$ cat config.mk
export PLATFORM = sky130hd
export DESIGN_NAME = gpio_lockctl
export DESIGN_NICKNAME = d
export VERILOG_FILES = /design/src/rtl/gpio_lockctl_pkg.sv /design/src/rtl/gpio_pin_resolve.sv /design/src/rtl/gpio_lock_unit.sv /design/src/rtl/gpio_event_unit.sv /design/src/rtl/gpio_lockctl.sv
export SDC_FILE = /design/constraint.sdc
export NUM_CORES = 1
export LEC_CHECK = 0
export ABC_AREA = 1
export BUFFER_PORTS_ARGS = -buffer_cell sky130_fd_sc_hd__buf_2
export CAP_MARGIN = 5
export CORE_UTILIZATION = 45
export CTS_CLUSTER_SIZE = 16
export DETAILED_ROUTE_END_ITERATION = 10
export SYNTH_ARGS = -nofsm -noshare
export SYNTH_HDL_FRONTEND = slang
export SYNTH_SLANG_ARGS = --single-unit
$ cat constraint.sdc
create_clock -name clk -period 3.01 [get_ports clk]
set_clock_uncertainty 0.2 [all_clocks]
set_input_delay 0.7525 -clock clk [delete_from_list [all_inputs] [get_ports clk]]
set_output_delay 0.7525 -clock clk [all_outputs]
set_load 0.02 [all_outputs]
$ cat src/rtl/gpio_lockctl_pkg.sv
package gpio_lockctl_pkg;

    localparam int DATA_W = 32;
    localparam int ADDR_W = 5;

    typedef enum logic [ADDR_W-1:0] {
        IDX_DOUT     = 5'd0,
        IDX_DOUT_SET = 5'd1,
        IDX_DOUT_CLR = 5'd2,
        IDX_OE       = 5'd3,
        IDX_OE_SET   = 5'd4,
        IDX_OE_CLR   = 5'd5,
        IDX_OTYPE    = 5'd6,
        IDX_POL      = 5'd7,
        IDX_PULLUP   = 5'd8,
        IDX_PULLDN   = 5'd9,
        IDX_INEN     = 5'd10,
        IDX_DIN      = 5'd11,
        IDX_EVMODE   = 5'd12,
        IDX_EVBOTH   = 5'd13,
        IDX_EVEN     = 5'd14,
        IDX_EVEN_SET = 5'd15,
        IDX_EVEN_CLR = 5'd16,
        IDX_EVSTAT   = 5'd17,
        IDX_LOCK_A   = 5'd18,
        IDX_LOCK_B   = 5'd19
    } reg_idx_e;

endpackage

$ cat src/rtl/gpio_pin_resolve.sv
module gpio_pin_resolve #(
    parameter int NPINS = 32
) (
    input  logic [NPINS-1:0] dout,
    input  logic [NPINS-1:0] pol,
    input  logic [NPINS-1:0] oe,
    input  logic [NPINS-1:0] otype,
    input  logic [NPINS-1:0] pu,
    input  logic [NPINS-1:0] pd,
    input  logic [NPINS-1:0] inen,
    input  logic [NPINS-1:0] pad,
    output logic [NPINS-1:0] pin,
    output logic [NPINS-1:0] din
);

    for (genvar i = 0; i < NPINS; i++) begin : g_pin
        logic drv_lvl;
        logic drives;
        logic weak_lvl;

        always_comb begin
            drv_lvl  = dout[i] ^ pol[i];
            // open-drain only actively drives a low level
            drives   = oe[i] & (~otype[i] | ~drv_lvl);
            weak_lvl = (pu[i] != pd[i]) ? pu[i] : pad[i];
            pin[i]   = drives ? drv_lvl : weak_lvl;
            din[i]   = (inen[i] & pin[i]) ^ pol[i];
        end
    end

endmodule

$ cat src/rtl/gpio_lock_unit.sv
module gpio_lock_unit #(
    parameter logic [31:0] KEY_A = 32'h4F1D_0B7C,
    parameter logic [31:0] KEY_B = 32'h9A3C_5EED
) (
    input  logic        clk,
    input  logic        rst_n,
    input  logic        wr_a,
    input  logic        wr_b,
    input  logic        wr_other,
    input  logic [31:0] wdata,
    output logic        locked
);

    typedef struct packed {
        logic locked;
        logic armed;
    } lock_t;

    lock_t st_q, st_d;

    always_comb begin
        st_d = st_q;
        if (wr_b) begin
            st_d.locked = 1'b1;
            st_d.armed  = (wdata == KEY_B);
        end else if (wr_a) begin
            if (st_q.armed && wdata == KEY_A) begin
                st_d.locked = 1'b0;
            end else begin
                st_d.locked = 1'b1;
            end
            st_d.armed = 1'b0;
        end else if (wr_other) begin
            st_d.armed = 1'b0;
        end
    end

    always_ff @(posedge clk or negedge rst_n) begin
        if (!rst_n) begin
            st_q <= '0;
        end else begin
            st_q <= st_d;
        end
    end

    assign locked = st_q.locked;

    // a non-key write to word B always leaves the block locked
    a_r8_lock_b_locks: assert property (@(posedge clk) disable iff (!rst_n)
        (wr_b && wdata != KEY_B) |=> locked);

    // unlocking needs the armed state reached by the previous write
    a_r8_unlock_needs_arm: assert property (@(posedge clk) disable iff (!rst_n)
        (locked && !st_q.armed) |=> locked);

endmodule

$ cat src/rtl/gpio_event_unit.sv
module gpio_event_unit #(
    parameter int NPINS = 32
) (
    input  logic             clk,
    input  logic             rst_n,
    input  logic [NPINS-1:0] din,
    input  logic [NPINS-1:0] edge_sel,
    input  logic [NPINS-1:0] both_sel,
    input  logic             clr_en,
    input  logic [NPINS-1:0] clr_mask,
    output logic [NPINS-1:0] status
);

    typedef struct packed {
        logic [NPINS-1:0] prev;
        logic [NPINS-1:0] stat;
    } ev_t;

    ev_t ev_q, ev_d;
    logic [NPINS-1:0] rise, fall, hit, clr;

    always_comb begin
        rise = din & ~ev_q.prev;
        fall = ~din & ev_q.prev;
        hit  = (~edge_sel & din) | (edge_sel & (rise | (both_sel & fall)));
        clr  = clr_en ? clr_mask : '0;
        ev_d.prev = din;
        ev_d.stat = (ev_q.stat & ~clr) | hit;
    end

    always_ff @(posedge clk or negedge rst_n) begin
        if (!rst_n) begin
            ev_q <= '0;
        end else begin
            ev_q <= ev_d;
        end
    end

    assign status = ev_q.stat;

    // without a clear write no status bit drops
    a_r12_sticky: assert property (@(posedge clk) disable iff (!rst_n)
        !clr_en |=> ((status & $past(status)) == $past(status)));

    // a high level-mode input is recorded in the next cycle
    a_r10_level_sets: assert property (@(posedge clk) disable iff (!rst_n)
        (|(din & ~edge_sel)) |=> ((status & $past(din & ~edge_sel)) == $past(din & ~edge_sel)));

endmodule

$ cat src/rtl/gpio_lockctl.sv
module gpio_lockctl
    import gpio_lockctl_pkg::*;
#(
    parameter int          NPINS = 32,
    parameter logic [31:0] KEY_A = 32'h4F1D_0B7C,
    parameter logic [31:0] KEY_B = 32'h9A3C_5EED
) (
    input  logic              clk,
    input  logic              rst_n,
    input  logic              bus_wr,
    input  logic [ADDR_W-1:0] bus_addr,
    input  logic [DATA_W-1:0] bus_wdata,
    output logic [DATA_W-1:0] bus_rdata,
    input  logic [NPINS-1:0]  pad_in,
    output logic [NPINS-1:0]  pin_level,
    output logic              irq
);

    typedef struct packed {
        logic [NPINS-1:0] dout;
        logic [NPINS-1:0] oe;
        logic [NPINS-1:0] otype;
        logic [NPINS-1:0] pol;
        logic [NPINS-1:0] pu;
        logic [NPINS-1:0] pd;
        logic [NPINS-1:0] inen;
        logic [NPINS-1:0] evmode;
        logic [NPINS-1:0] evboth;
        logic [NPINS-1:0] even;
    } cfg_t;

    cfg_t cfg_q, cfg_d;

    reg_idx_e         idx;
    logic [NPINS-1:0] wmask;
    logic [NPINS-1:0] din;
    logic [NPINS-1:0] status;
    logic             locked;
    logic             wr_a, wr_b, wr_other, clr_en;

    assign idx      = reg_idx_e'(bus_addr);
    assign wmask    = bus_wdata[NPINS-1:0];
    assign wr_a     = bus_wr && idx == IDX_LOCK_A;
    assign wr_b     = bus_wr && idx == IDX_LOCK_B;
    assign wr_other = bus_wr && !wr_a && !wr_b;
    assign clr_en   = bus_wr && idx == IDX_EVSTAT;

    always_comb begin
        cfg_d = cfg_q;
        if (bus_wr && !locked) begin
            case (idx)
                IDX_DOUT:     cfg_d.dout   = wmask;
                IDX_DOUT_SET: cfg_d.dout   = cfg_q.dout | wmask;
                IDX_DOUT_CLR: cfg_d.dout   = cfg_q.dout & ~wmask;
                IDX_OE:       cfg_d.oe     = wmask;
                IDX_OE_SET:   cfg_d.oe     = cfg_q.oe | wmask;
                IDX_OE_CLR:   cfg_d.oe     = cfg_q.oe & ~wmask;
                IDX_OTYPE:    cfg_d.otype  = wmask;
                IDX_POL:      cfg_d.pol    = wmask;
                IDX_PULLUP:   cfg_d.pu     = wmask;
                IDX_PULLDN:   cfg_d.pd     = wmask;
                IDX_INEN:     cfg_d.inen   = wmask;
                IDX_EVMODE:   cfg_d.evmode = wmask;
                IDX_EVBOTH:   cfg_d.evboth = wmask;
                IDX_EVEN:     cfg_d.even   = wmask;
                IDX_EVEN_SET: cfg_d.even   = cfg_q.even | wmask;
                IDX_EVEN_CLR: cfg_d.even   = cfg_q.even & ~wmask;
                default:      cfg_d = cfg_q;
            endcase
        end
    end

    always_ff @(posedge clk or negedge rst_n) begin
        if (!rst_n) begin
            cfg_q      <= '0;
            cfg_q.pu   <= '1;
            cfg_q.inen <= '1;
        end else begin
            cfg_q <= cfg_d;
        end
    end

    gpio_pin_resolve #(.NPINS(NPINS)) u_resolve (
        .dout  (cfg_q.dout),
        .pol   (cfg_q.pol),
        .oe    (cfg_q.oe),
        .otype (cfg_q.otype),
        .pu    (cfg_q.pu),
        .pd    (cfg_q.pd),
        .inen  (cfg_q.inen),
        .pad   (pad_in),
        .pin   (pin_level),
        .din   (din)
    );

    gpio_event_unit #(.NPINS(NPINS)) u_event (
        .clk      (clk),
        .rst_n    (rst_n),
        .din      (din),
        .edge_sel (cfg_q.evmode),
        .both_sel (cfg_q.evboth),
        .clr_en   (clr_en),
        .clr_mask (wmask),
        .status   (status)
    );

    gpio_lock_unit #(.KEY_A(KEY_A), .KEY_B(KEY_B)) u_lock (
        .clk      (clk),
        .rst_n    (rst_n),
        .wr_a     (wr_a),
        .wr_b     (wr_b),
        .wr_other (wr_other),
        .wdata    (bus_wdata),
        .locked   (locked)
    );

    assign irq = |(status & cfg_q.even);

    always_comb begin
        logic [NPINS-1:0] fld;
        case (idx)
            IDX_DOUT:   fld = cfg_q.dout;
            IDX_OE:     fld = cfg_q.oe;
            IDX_OTYPE:  fld = cfg_q.otype;
            IDX_POL:    fld = cfg_q.pol;
            IDX_PULLUP: fld = cfg_q.pu;
            IDX_PULLDN: fld = cfg_q.pd;
            IDX_INEN:   fld = cfg_q.inen;
            IDX_DIN:    fld = din;
            IDX_EVMODE: fld = cfg_q.evmode;
            IDX_EVBOTH: fld = cfg_q.evboth;
            IDX_EVEN:   fld = cfg_q.even;
            IDX_EVSTAT: fld = status;
            default:    fld = '0;
        endcase
        bus_rdata = '0;
        bus_rdata[NPINS-1:0] = fld;
        if (idx == IDX_LOCK_A) begin
            bus_rdata[0] = locked;
        end
    end

    // while locked, data-out holds
    a_r9_dout_frozen: assert property (@(posedge clk) disable iff (!rst_n)
        locked |=> $stable(cfg_q.dout));

    // an enabled push-pull pin carries data-out XOR polarity
    a_r2_push_pull: assert property (@(posedge clk) disable iff (!rst_n)
        ((pin_level ^ cfg_q.dout ^ cfg_q.pol) & cfg_q.oe & ~cfg_q.otype) == '0);

    // an open-drain pin driving low reads low
    a_r5_od_low: assert property (@(posedge clk) disable iff (!rst_n)
        (pin_level & cfg_q.oe & cfg_q.otype & ~(cfg_q.dout ^ cfg_q.pol)) == '0);

    // the interrupt only drops after a status clear or an enable change
    a_r13_irq_hold: assert property (@(posedge clk) disable iff (!rst_n)
        (irq && !(bus_wr && (idx == IDX_EVSTAT || idx == IDX_EVEN || idx == IDX_EVEN_CLR)))
        |=> irq);

endmodule

==> results.toml <==
[drt]
routed-via-count = 20800
drt_pass1_iterations = 6
first_iter_violations = 2145
number_of_drc_violations_after_detailed_routing = 0
routed_via_density = 5.51
postRouteAntennaNets = 0
wl_per_cell_um = 20.9
postRouteWirelength_um = 79000

[worst_hold_path]
min_from = "cfg_q[236]"
hold_path_end = "cfg_q[236]"
min-delay-path-class = "register to register"
whs_path_depth = 2

[sta]
grt_setup_unrepaired = "yes"
finalHoldViolCount = 0
timing.final.crit_period_ns = 3.08
slew_viol_final = 0
max_freq_ghz = 0.324
timing_worst_slew_pin_value_ns = 0.631
setup-tns-final_ns = -0.663
count_of_final_setup_violators = 23
relSlewSlack = 0.579
hold_slack_ns = 0.286
min_period_over_period = 1.02
setup_ws_ns = -0.0743

[setup_path]
timing.critical_path.fanout_max = 5
r2r_start = "u_lock.locked"
critical_path.slowest_cell = "sky130_fd_sc_hd__buf_4"
endpoint_kind = "output pin"
critPathKind = "primary input to output pin"
start_kind = "primary input"
timing.reg2reg.worst_path_depth = 7
timing.critical_path.required_ns = 2.06
worstPathArrival_ns = 2.13
r2r-end = "cfg_q[290]"
critical_path.max_stage_delay_ns = 0.17
worst-r2r-setup-slack_ns = 1.11
cp_cell_sequence = "buf_12 -> clkinv_8 -> nand2_2 -> nor2_1 -> buf_4 -> nand2_4 -> buf_12 -> buf_16 -> o21ai_1 -> nor2_1 -> nand2_1 -> nor2_2 -> nand2_2 -> buf_6"

[floorplanning]
floorplan.core_area_um2 = 45300
num_io_pins = 137
floorplan.initialDensity = 0.456
dieWidth_um = 216
die_y_um = 216
die-area_um2 = 46700
core.rowCount = 78

[clock_tree]
clock_pin_slew_of_the_registers_on_the_worst_case_setup_and_hold_paths_ns = 0.06
cts-buffers-inserted = 45
root_buffer = "sky130_fd_sc_hd__clkbuf_16"
cts_htree_levels = 2
cts.path.max_buffers = 3
cts.sink_count = 386
clock_latency_ns = 0.59
cts_tree = "done"

[pwr]
combinational_share_of_power = 0.222
sw_frac_of_total = 0.334
internal_power_w = 0.0110
powerDensity_nw_per_um2 = 638
power.clock.fraction = 0.337
power_dissipated_by_switching_net_loads_w = 0.00551
totalPowerFinal_w = 0.0165
p_leak_nw = 12.2
power.ir.vdd_worst_v = 0.000457
p_seq_frac = 0.442

[place]
io_buffer_count = 136
place_hpwl_um = 52200
place_congestion = 0.947
place_inst = 3663

[global_route]
pin_count_of_the_biggest_net_entering_global_routing = 61
grt_pass1_vias = 20100
gr-usage-all-layers = 0.342
grtUsageMet2 = 0.534
gr-usage-met1 = 0.476
globalRoute.totalOverflow = 0
grt.busiest_layer = "met2"
groute.layer.met3.usage = 0.0611
grt_antenna_before_repair = 0
grt_first_pass_wirelength_um = 121000

[logic_synthesis]
syn_area_per_cell_um2 = 7.10
yosysTopAreaCell = "sky130_fd_sc_hd__dfrtp_1"
synth_nets = 2979
ys_dominant_reg_cell = "sky130_fd_sc_hd__dfrtp_1"
synth_cell_type_count = 34
sequential_cell_area_fraction_in_the_yosys_report = 0.472
yosys_warns = 0
synth_top_cells_by_area = "sky130_fd_sc_hd__dfrtp_1 39%, sky130_fd_sc_hd__nand2_1 19%, sky130_fd_sc_hd__dfstp_2 8.2%"
fraction_of_synthesized_cell_area_taken_by_the_top_area_cell_type = 0.391
mappedNetlistArea_um2 = 20600
post_synthesis_sequential_element_count = 386
netlist_instances = 2907
async_reset_ff_frac = 1.00
synth_enable_flop_cells = 0

[outcome]
status = "finished, violations left"
failing_checks = "setup timing"

[layout]
final_cell_mix = "1016 x sky130_fd_sc_hd__nand2_1, 322 x sky130_fd_sc_hd__dfrtp_1, 300 x sky130_fd_sc_hd__o21ai_0"
layout-drive-gt1-share = 0.181
design.final.nets = 3212
area_growth_synth_to_finish_pct = 25.2
mostFrequentLayoutCell = "sky130_fd_sc_hd__nand2_1"
postLayoutCoreUtil = 0.570
n_antenna_cell = 0
layout.filler_cells = 4268
final-instance-count-excl-fill = 3777

[flow_run]
maxCapViolCount = 0
Yosys cell counts (2+ instances only):
cell type	count
sky130_fd_sc_hd__or2_2	10
sky130_fd_sc_hd__nor2_4	7
sky130_fd_sc_hd__inv_2	8
sky130_fd_sc_hd__dfstp_2	64
sky130_fd_sc_hd__nand3_2	3
sky130_fd_sc_hd__buf_4	5
sky130_fd_sc_hd__dfrtp_1	322
sky130_fd_sc_hd__buf_2	37
sky130_fd_sc_hd__a221oi_1	2
sky130_fd_sc_hd__nor3_1	6
sky130_fd_sc_hd__o21ai_2	2
sky130_fd_sc_hd__o21ai_0	323
sky130_fd_sc_hd__clkbuf_1	88
sky130_fd_sc_hd__nand3_1	144
sky130_fd_sc_hd__nand2_2	4
sky130_fd_sc_hd__nand4_1	74
sky130_fd_sc_hd__nor2_2	3
sky130_fd_sc_hd__inv_1	285
sky130_fd_sc_hd__nor2_1	210
sky130_fd_sc_hd__nand2_1	1053
sky130_fd_sc_hd__o211ai_1	4
sky130_fd_sc_hd__nand3b_1	2
sky130_fd_sc_hd__o21ai_1	199
sky130_fd_sc_hd__a22o_1	7
sky130_fd_sc_hd__and2_1	32
sky130_fd_sc_hd__buf_6	3
sky130_fd_sc_hd__a21oi_1	3
worst max-delay path, delay by kind of cell:
kind,cells,cell delay [ns]
buffers and inverters,6,0.74
and+or+nand+nor,7,0.51
AOI/OAI and AO/OA,1,0.11
per-stage QoR:
step           setup slack, ns  instance area, um2
2_1_floorplan           0.0403               20600
3_3_place_gp            -0.232               23300
3_5_place_dp            -0.255               23300
4_1_cts                -0.0357               25600
5_1_grt                 -0.156               25800
6_report               -0.0743               25800
sequential cells by signal, indices dropped and copies added, names as in the netlist:
register and flops:
u_lock.locked 1, cfg_q 320, u_event.status 32, u_lock.st_q 1, u_event.ev_q 32
kinds of logic after synthesis:
kind of cell	Yosys count	share of synthesized area
AO/OA/AOI/OAI	543	0.135
flip-flops	386	0.472
buffers and inverters	427	0.0819
AND/OR/NAND/NOR	1551	0.311
timing repair:
item / CTS / global route
setup endpoints to repair: 33 / 33
gates resized for setup: 183 / 55
buffers inserted: 18 / 7
hold buffers: 1 / 0
endpoints found under the hold margin: 37 / 0
cloned: 4 / 1
pin swaps: 55 / 34
layout make-up:
| class | instances | area [um2] | share of cell area |
|---|---|---|---|
| Clock buffer | 70 | 1390 | 0.0539 |
| Clock inverter | 14 | 98.8 | 0.00383 |
| Inverter | 294 | 1130 | 0.0437 |
| Sequential cell | 386 | 9740 | 0.377 |
| Tap cell | 600 | 751 | 0.0291 |
| Timing Repair Buffer | 319 | 3150 | 0.122 |
| Multi-Input combinational cell | 2094 | 9560 | 0.370 |
power by group through the flow:
stage	logic, W	registers (W)	clock network (W)
CTS	0.00360	0.00725	0.00560
floorplan	0.00238	0.00701	0
detailed placement	0.00346	0.00732	0
global route	0.00413	0.00742	0.00582
finish	0.00365	0.00728	0.00555
global placement	0.00338	0.00730	0
worst max-delay path by stage:
stage | from | to | slack (ns) | cells after the start
2_1_floorplan | bus_addr[2] | bus_rdata[25] | 0.04 | 11
6_report | bus_addr[4] | bus_rdata[30] | -0.07 | 14
4_1_cts | bus_addr[4] | bus_rdata[3] | -0.04 | 13
5_1_grt | bus_addr[3] | bus_rdata[27] | -0.16 | 14
3_5_place_dp | bus_addr[3] | bus_rdata[10] | -0.25 | 13
3_3_place_gp | bus_addr[3] | bus_rdata[10] | -0.23 | 13
routing by layer:
| layer | part of all wire | up-vias |
|---|---|---|
| met5 | 0 | - |
| met4 | 0.037 | 0 |
| met3 | 0.083 | 203 |
| met2 | 0.45 | 884 |
| met1 | 0.43 | 9952 |
| li1 | - | 9777 |
(Power assumes the default switching activity.)
